$ cat src/rtl/mdio_pkg.sv
package mdio_pkg;
  typedef enum logic [3:0] {
    PH_IDLE, PH_PRE, PH_HDR, PH_WTA, PH_WDAT, PH_WREL,
    PH_RTA, PH_RDAT, PH_RTAIL, PH_RECOV
  } mdio_phase_e;

  localparam logic [1:0] OP_RD = 2'b10;
  localparam logic [1:0] OP_WR = 2'b01;
  localparam logic [1:0] SOF   = 2'b01;
endpackage

$ cat src/rtl/mdio_halfclk.sv
module mdio_halfclk #(
  parameter int HALF_CLKS = 4
) (
  input  logic clk,
  input  logic rst,
  input  logic run,
  output logic tick
);
  localparam int CNTW = $clog2(HALF_CLKS);
  localparam logic [CNTW-1:0] LAST = CNTW'(HALF_CLKS - 1);

  if (HALF_CLKS < 2) begin : g_bad_half
    $error("HALF_CLKS must be at least 2");
  end

  logic [CNTW-1:0] cnt;

  assign tick = run && (cnt == LAST);

  always_ff @(posedge clk) begin
    if (rst || !run || tick) cnt <= '0;
    else                     cnt <= cnt + 1'b1;
  end

  AST_TICK_GAP: assert property (@(posedge clk) disable iff (rst)
    tick |=> !tick);
endmodule

$ cat src/rtl/mdio_seq.sv
module mdio_seq
  import mdio_pkg::*;
#(
  parameter int PRE_LEN = 32,
  parameter int REC_LEN = 32,
  parameter int AW      = 5,
  parameter int DW      = 16
) (
  input  logic          clk,
  input  logic          rst,
  input  logic          start,
  input  logic          st_write,
  input  logic [AW-1:0] st_phy,
  input  logic [AW-1:0] st_reg,
  input  logic [DW-1:0] st_wdata,
  input  logic          tick,
  input  logic          mdio_i,
  output logic          busy,
  output logic          mdc,
  output logic          mdio_oe,
  output logic          mdio_o,
  output logic          done,
  output logic [DW-1:0] rd_data,
  output logic          err
);
  localparam int HW   = 4 + 2 * AW;
  localparam int M1   = (PRE_LEN > REC_LEN) ? PRE_LEN : REC_LEN;
  localparam int M2   = (DW > HW) ? DW : HW;
  localparam int MAXC = (M1 > M2) ? M1 : M2;
  localparam int CW   = $clog2(MAXC + 1);
  localparam logic [CW-1:0] PRE_LAST = CW'(PRE_LEN - 1);
  localparam logic [CW-1:0] REC_LAST = CW'(REC_LEN - 1);
  localparam logic [CW-1:0] HDR_LAST = CW'(HW - 1);
  localparam logic [CW-1:0] DAT_LAST = CW'(DW - 1);
  localparam logic [CW-1:0] ONE      = CW'(1);

  mdio_phase_e   phase;
  logic [CW-1:0] bcnt;
  logic          hi, wr;
  logic [HW-1:0] hdr_sh;
  logic [DW-1:0] wr_sh, rd_sh;

  assign busy = (phase != PH_IDLE);

  always_ff @(posedge clk) begin
    if (rst) begin
      phase   <= PH_IDLE;
      bcnt    <= '0;
      hi      <= 1'b0;
      wr      <= 1'b0;
      mdc     <= 1'b1;
      mdio_oe <= 1'b0;
      mdio_o  <= 1'b0;
      done    <= 1'b0;
      err     <= 1'b0;
      rd_data <= '0;
      hdr_sh  <= '0;
      wr_sh   <= '0;
      rd_sh   <= '0;
    end else begin
      done <= 1'b0;
      if (phase == PH_IDLE) begin
        if (start) begin
          phase   <= PH_PRE;
          bcnt    <= '0;
          hi      <= 1'b0;
          mdc     <= 1'b0;
          mdio_oe <= 1'b1;
          mdio_o  <= 1'b1;
          hdr_sh  <= {SOF, (st_write ? OP_WR : OP_RD), st_phy, st_reg};
          wr_sh   <= st_wdata;
          wr      <= st_write;
          err     <= 1'b0;
          rd_data <= '0;
        end
      end else if (tick && !hi) begin
        hi  <= 1'b1;
        mdc <= 1'b1;
      end else if (tick && hi) begin
        hi   <= 1'b0;
        mdc  <= 1'b0;
        bcnt <= bcnt + 1'b1;
        unique case (phase)
          PH_PRE: if (bcnt == PRE_LAST) begin
            phase  <= PH_HDR;
            bcnt   <= '0;
            mdio_o <= hdr_sh[HW-1];
            hdr_sh <= hdr_sh << 1;
          end
          PH_HDR: if (bcnt == HDR_LAST) begin
            bcnt <= '0;
            if (wr) begin
              phase  <= PH_WTA;
              mdio_o <= 1'b1;
            end else begin
              phase   <= PH_RTA;
              mdio_oe <= 1'b0;
            end
          end else begin
            mdio_o <= hdr_sh[HW-1];
            hdr_sh <= hdr_sh << 1;
          end
          PH_WTA: if (bcnt == '0) begin
            mdio_o <= 1'b0;
          end else begin
            phase  <= PH_WDAT;
            bcnt   <= '0;
            mdio_o <= wr_sh[DW-1];
            wr_sh  <= wr_sh << 1;
          end
          PH_WDAT: if (bcnt == DAT_LAST) begin
            phase   <= PH_WREL;
            bcnt    <= '0;
            mdio_oe <= 1'b0;
          end else begin
            mdio_o <= wr_sh[DW-1];
            wr_sh  <= wr_sh << 1;
          end
          PH_WREL: begin
            phase <= PH_IDLE;
            mdc   <= 1'b1;
            done  <= 1'b1;
          end
          PH_RTA: begin
            bcnt  <= '0;
            phase <= mdio_i ? PH_RECOV : PH_RDAT;
          end
          PH_RDAT: begin
            rd_sh <= {rd_sh[DW-2:0], mdio_i};
            if (bcnt == DAT_LAST) begin
              phase <= PH_RTAIL;
              bcnt  <= '0;
            end
          end
          PH_RTAIL: if (bcnt == ONE) begin
            phase   <= PH_IDLE;
            mdc     <= 1'b1;
            done    <= 1'b1;
            rd_data <= rd_sh;
          end
          PH_RECOV: if (bcnt == REC_LAST) begin
            phase <= PH_IDLE;
            mdc   <= 1'b1;
            done  <= 1'b1;
            err   <= 1'b1;
          end
          default: phase <= PH_IDLE;
        endcase
      end
    end
  end

  AST_IDLE_LINES: assert property (@(posedge clk) disable iff (rst)
    !busy |-> (mdc && !mdio_oe));
  AST_PRE_DRIVE: assert property (@(posedge clk) disable iff (rst)
    (phase == PH_PRE) |-> (mdio_oe && mdio_o));
  AST_STABLE_HIGH: assert property (@(posedge clk) disable iff (rst)
    (busy && mdc && $past(mdc)) |-> ($stable(mdio_o) && $stable(mdio_oe)));
  AST_DONE_PULSE: assert property (@(posedge clk) disable iff (rst)
    done |=> !done);
  AST_ERR_WITH_DONE: assert property (@(posedge clk) disable iff (rst)
    $rose(err) |-> (done && !busy));
endmodule

$ cat src/rtl/mdio_master.sv
module mdio_master #(
  parameter int HALF_CLKS = 4,
  parameter int PRE_LEN   = 32,
  parameter int REC_LEN   = 32,
  parameter int AW        = 5,
  parameter int DW        = 16
) (
  input  logic          clk,
  input  logic          rst,
  input  logic          req_valid,
  output logic          req_ready,
  input  logic          req_write,
  input  logic [AW-1:0] req_phy,
  input  logic [AW-1:0] req_reg,
  input  logic [DW-1:0] req_wdata,
  output logic          mdc,
  output logic          mdio_o,
  output logic          mdio_oe,
  input  logic          mdio_i,
  output logic          done,
  output logic [DW-1:0] rd_data,
  output logic          err
);
  logic busy, tick;

  assign req_ready = !busy;

  mdio_halfclk #(.HALF_CLKS(HALF_CLKS)) u_half (
    .clk  (clk),
    .rst  (rst),
    .run  (busy),
    .tick (tick)
  );

  mdio_seq #(
    .PRE_LEN(PRE_LEN), .REC_LEN(REC_LEN), .AW(AW), .DW(DW)
  ) u_seq (
    .clk      (clk),
    .rst      (rst),
    .start    (req_valid && req_ready),
    .st_write (req_write),
    .st_phy   (req_phy),
    .st_reg   (req_reg),
    .st_wdata (req_wdata),
    .tick     (tick),
    .mdio_i   (mdio_i),
    .busy     (busy),
    .mdc      (mdc),
    .mdio_oe  (mdio_oe),
    .mdio_o   (mdio_o),
    .done     (done),
    .rd_data  (rd_data),
    .err      (err)
  );
endmodule

$ cat config.mk
export PLATFORM = sky130hd
export DESIGN_NAME = mdio_master
export DESIGN_NICKNAME = d
export VERILOG_FILES = /design/src/rtl/mdio_pkg.sv /design/src/rtl/mdio_halfclk.sv /design/src/rtl/mdio_seq.sv /design/src/rtl/mdio_master.sv
export SDC_FILE = /design/constraint.sdc
export NUM_CORES = 1
export LEC_CHECK = 0
export BUFFER_PORTS_ARGS = -buffer_cell sky130_fd_sc_hd__buf_4
export CORE_ASPECT_RATIO = 2
export CORE_MARGIN = 2
export CORE_UTILIZATION = 25
export DETAILED_ROUTE_END_ITERATION = 16
export PLACE_DENSITY_LB_ADDON = 0.2
export SYNTH_ARGS = -nofsm -noshare
export SYNTH_HDL_FRONTEND = slang
export SYNTH_SLANG_ARGS = --single-unit
$ cat constraint.sdc
create_clock -name clk -period 2.38 [get_ports clk]
set_input_delay 0.476 -clock clk [delete_from_list [all_inputs] [get_ports clk]]
set_output_delay 0.476 -clock clk [all_outputs]
set_load 0.03 [all_outputs]
; Yosys cells after proc, flatten, opt, wreduce, memory -nomap -nowiden
; Cells that the tools add are included.
[op_classes]
addsub = 2
n_mux = 76
eq_ne = 27
bitwise = 3
reduce_logical = 34
[op_table]
columns = cell, n
row1 = $mux 16, 12
row2 = $mux 14, 6
row3 = $mux 4, 12
row4 = $mux 6, 8
row5 = $pmux 16 s2, 1
row6 = $pmux 4 s8, 1
row7 = $pmux 6 s5, 1
row8 = $mux 1, 29
row9 = $pmux 14 s2, 1
row10 = $ne 3x1->1 const B, 6
row11 = $eq 4x3->1 const B, 4
row12 = $reduce_and 7->1, 2
row13 = $eq 6x4->1 const B, 2
row14 = $reduce_and 6->1, 2
row15 = $reduce_bool 3->1, 4
row16 = $reduce_and 10->1, 1
row17 = $reduce_and 5->1, 2
row18 = $reduce_bool 2->1, 5
row19 = $ne 3x2->1 const B, 3
row20 = $eq 4x2->1 const B, 2
row21 = $eq 4x4->1 const B, 2
row22 = $add 6x1->6 const B, 1
row23 = $eq 6x1->1 const B, 1
row24 = $eq 6x5->1 const B, 1
row25 = 24 further kinds, 33
[word_totals]
out_inout_bits = 22
in_bits = 31
reg_bits = 81
wordCells = 156

; Logic depth before layout (Yosys ltp)
[depth]
ltp_word = 6
depth_mapped = 10
ltp_nobuf = 7

; Cells and area by module
; Synthesis repeated with hierarchy kept, for this count alone.
[unflattened]
cells_unflattened = 486
area_unflattened_um2 = 3791.1
[by_module_without_submodules]
columns = module, seq_area_each_um2, instances, area_each_um2, cells_each
row1 = mdio_seq, 1581.5, 1, 3701.0, 478
row2 = mdio_halfclk, 40.0, 1, 80.1, 6
row3 = mdio_master, 0.0, 1, 10.0, 2

; Worst setup path before layout
; No wires, ideal clock.
[synth_timing]
path_type = reg2reg
startpoint = register u_seq.phase[1]
endpoint = register u_seq.phase[2]
n_path_buf = 3
synth_period_minus_slack_ps = 2095
required_time_ps = 2264
t_arrival_ps = 1978
slack_ps = 285
stages_incl_launch_ff = 10
setup_time_ps = 116
path_cell_list = dfxtp_1 buf_6 or4_4 buf_6 inv_2 nor3_1 a211o_1 buf_2 and3_1 a41o_1
[synth_via]
elab_chain_len = 5
word_cells_on_any_way = 30
cone_classes = eq/ne (17) / mux (4) / reduce/logical (9)
[synth_rtl]
columns = element, line
row1 = start: declaration, mdio_seq.sv:37  ; mdio_phase_e phase;
row2 = start signal: assignment, mdio_seq.sv:126  ; phase <= mdio_i ? PH_RECOV : PH_RDAT;
row3 = $eq 4x4->1 (tied with other cells), mdio_seq.sv:83  ; unique case (phase)
row4 = $pmux 4 s8 (tied with other cells), mdio_seq.sv:83
row5 = $mux 4 (tied with other cells), mdio_seq.sv:79  ; end else if (tick && hi) begin
row6 = $mux 4 (tied with other cells), mdio_seq.sv:76  ; end else if (tick && !hi) begin
row7 = $mux 4 or $reduce_and 10->1 (tied branches), --
; Parallel ways exist; a longest one is shown, timed or not. The select of a mux whose other input is x is not followed.
; A chain may end at the register's enable or synchronous reset.

; Final worst setup path
[layout_timing]
startpoint = register u_seq.phase[1]
endpoint = register u_seq.wr_sh[0]
[layout_via]
elab_chain_len = 5
word_cells_on_any_way = 20
cone_classes = eq/ne (6) / mux (4) / reduce/logical (10)
[layout_rtl]
columns = element, line
row1 = $eq 4x3->1 (tied with other cells), mdio_seq.sv:83
row2 = $pmux 16 s2 (tied with other cells), mdio_seq.sv:83
row3 = $mux 16 (tied with other cells), mdio_seq.sv:79
row4 = $mux 16 (tied with other cells), mdio_seq.sv:76
row5 = $mux 16 or $reduce_and 6->1 (tied branches), --
row6 = end signal: assignment, mdio_seq.sv:71  ; wr_sh <= st_wdata;
row7 = end signal: assignment, mdio_seq.sv:109  ; wr_sh <= wr_sh << 1;
row8 = end signal: assignment, mdio_seq.sv:117  ; wr_sh <= wr_sh << 1;
row9 = end: declaration, mdio_seq.sv:41  ; logic [DW-1:0] wr_sh, rd_sh;
; Parallel ways exist; a longest one is shown, timed or not. The select of a mux whose other input is x is not followed.

==> results by group <==
Layout
  • Most frequent cells in the layout: dfxtp_1, buf_4, nand2_1
  • Post-Layout Inst Area: 4977 um^2
  • Commonest non-fill, non-tap cell in the layout: dfxtp_1
  • ANT cells: 0
  • Fin nets: 554
  • Area delta synth->final: 23.35%
  • Share of layout cells above drive strength 1: 20.61%

GRT
  • GRT Overall Usage: 15.18%
  • Grt total ovfl: 0
  • Vias in the first global route: 3700
  • First-pass GRT wire length: 19900 um
  • Initial antenna violation count: 0
  • Largest net degree at the start of global routing: 35

CTS
  • Clock Sinks: 81
  • H-tree depth: 3
  • Post-CTS sizing: 0
  • Worst-skew pair later-pin latency: 0.34 ns
  • CTS Root Cell: clkbuf_16
  • Hold buffer count at cts: 0
  • Clock buffer depth: 2
  • CTS tree: built
  • Total CTS buffers: 9
  • Clk slew on worst S/H paths: 0.06 ns

Logic synthesis
  • Async SR Flop Fraction: 0%
  • Synth unique cells: 65
  • Mapped cell area: 4035 um^2
  • Top post-synthesis cells by area: dfxtp_1, mux2i_1, nand2_1
  • Syn_area_per_cell: 8.531 um^2
  • Yosys Warn Count: 0
  • Most area-hungry cell type in the Yosys netlist: dfxtp_1
  • Share of the synthesized area in the top cell type: 40.19%
  • Sequential area share after synthesis: 40.19%
  • Synth Instances: 473
  • Yosys reg bits: 81
  • Synthesized Nets: 508
  • Post-synth EDFFs: 0
  • Main synth FF type: dfxtp_1

Timing
  • Actual slew at the worst max-slew pin: 1.114 ns
  • Final period util: 95.54%
  • Fmax: 439.8 MHz
  • Fin. Hold Viols: 0
  • Final Slew Violations: 0
  • Setup TNS: 0 ns
  • Final hold slack: 0.3922 ns
  • # setup viols final: 0
  • Slew headroom: 25.44%
  • Final worst path period need: 2.274 ns
  • RSZ-0062 raised after global routing: false
  • Clock skew: 0.006309 ns

Worst setup path
  • Setup crit end kind: flop
  • Critical Path AT: 2.55 ns
  • Setup crit start kind: flop
  • Worst Path Required: 2.65 ns
  • Setup CP Type: reg2reg
  • Worst-path fanout max: 32
  • Worst r2r src: u_seq.phase[1]
  • R2r setup slk: 0.11 ns
  • R2r endpoint: u_seq.wr_sh[0]
  • Worst Reg-to-Reg Cells: 7

Detailed routing
  • Drt drc: 0
  • Routed len/inst: 17.56 um
  • Vias/cell: 5.137
  • DRT Wirelength: 12730 um
  • Detailed Routing Iterations Pass 1: 5
  • Via count: 3724
  • DRT antenna net count: 0
  • Initial DRC Count: 134

Power
  • Leakage power: 1.888 nW
  • Max VDD drop: 0.4435 mV
  • Internal power: 3.542 mW
  • Clock power share: 23.6%
  • Switching power: 2.323 mW
  • Seq pwr share: 30.4%
  • PD cells: 1178 nW/um^2
  • Comb power frac: 46.0%
  • Switching Share: 39.61%

Min path
  • Hold worst-path end: u_seq.wr
  • Hold WC Path Type: in2reg
  • Hold Path Depth: 3
  • Hold_sp: req_write

Die
  • Initial core utilization: 25.57%
  • FP Rows: 65
  • Boundary pin count: 53
  • Core ar.: 15780 um^2
  • Die Width: 93.84 um
  • DIE HEIGHT: 183.7 um
  • Die area: 17230 um^2

Place
  • Dpl hpwl: 9177 um
  • GPL Wtd Cong: 0.9730
  • Area after DPL: 4662 um^2
  • Port Buffers: 52

Outcome
  • Status: finished, final reports clean

Job
  • Total of max-cap violations: 0
[final cells by class]
cell class              instances  area (um^2)
multi-input cells             338         2165
clock inverters                 2        37.54
clock buffers                  14        254.0
fillers                      1702        10800
flip-flops and latches         81         1622
well taps                     201        251.5
repair buffers                 77        603.1
inverters                      12        45.04
[routing by layer]
layer | vias up | wire length, um | GRT usage, %
li1 | 1828 | - | -
met1 | 1772 | 4646 | 14.80
met2 | 83 | 6830 | 27.37
met3 | 41 | 359 | 2.624
met4 | 0 | 895 | 11.94
met5 | - | 0 | 0
[state kept, by name, summed over array words and instances (netlist names), 2 cells and up]
name           cells
u_seq.rd_sh       16
u_half.cnt         2
u_seq.rd_data     16
u_seq.bcnt         6
u_seq.wr_sh       16
u_seq.hdr_sh      14
u_seq.phase        4
[power by group through the flow]
| stage | logic (mW) | registers (mW) | clock network [mW] |
|---|---|---|---|
| 2_1_floorplan | 2.03 | 1.80 | 0 |
| 3_3_place_gp | 2.61 | 1.80 | 0 |
| 3_5_place_dp | 2.63 | 1.81 | 0 |
| 4_1_cts | 2.66 | 1.79 | 1.43 |
| 5_1_grt | 2.94 | 1.82 | 1.49 |
| 6_report | 2.70 | 1.78 | 1.38 |
[synth_stat cells, drive strengths merged (2+ instances only)]
master and n:
nand2b 7, and3 2, a41o 2, clkbuf 26, nand3 26, o31ai 4
a211oi 6, nor4 7, or2 4, inv 12, or3 2, dfxtp 81
and2 2, nor3 8, nand4 5, mux2i 32, nor2b 4, ha 4
o211a 3, o2111ai 2, a311oi 28, nor4b 2, a21boi 3, a21oi 30
o21ai 26, nand2 54, a31oi 4, buf 17, nor2 43, o211ai 3
or4 2, a311o 3
[worst max-delay path, stage by stage (launching register included)]
cell	delay, ns
dfxtp_1	0.38
buf_4	0.31
nor2b_1	0.27
nand4_1	0.25
a211o_1	0.47
buf_12	0.21
a21bo_2	0.19
a21oi_1	0.11
[repair_timing]
| item | CTS | global route |
|---|---|---|
| setup buffers | 0 | 2 |
| pin swaps | 1 | 1 |
| cloned | 1 | 0 |
| endpoints found under the setup margin | 1 | 3 |
[worst max-delay path by stage]
stage,slack (ns),from,end,cells after the start
3_3_place_gp,0.19,u_seq.phase[0],u_seq.rd_data[15],6
5_1_grt,0.04,u_seq.phase[1],u_seq.wr_sh[0],7
4_1_cts,0.02,u_seq.phase[3],req_ready,4
2_1_floorplan,0.29,u_seq.phase[1],u_seq.phase[2],9
3_5_place_dp,0.15,u_seq.phase[1],u_seq.rd_data[2],6
6_report,0.11,u_seq.phase[1],u_seq.wr_sh[0],7
[per-stage QoR]
stage	power (mW)	setup slack (ns)	instances	util, %
final	5.866	0.1060	725	31.55
after global routing	6.247	0.03904	725	31.55
after CTS	5.876	0.02282	723	31.45
after detailed placement	4.435	0.1549	706	29.55
after global placement	4.408	0.1872	706	29.55
after floorplan	3.834	0.2853	473	-
[cells by family after synthesis]
logic type	Yosys count	synth area share, %
flip-flops	81	40.19
multiplexers	33	8.620
buffers and inverters	55	6.543
AO/OA/AOI/OAI	127	22.73
XOR/XNOR	1	0.2171
AND/OR/NAND/NOR	172	20.47
adder cells (fa/ha/maj)	4	1.240
(Power assumes the default switching activity.)
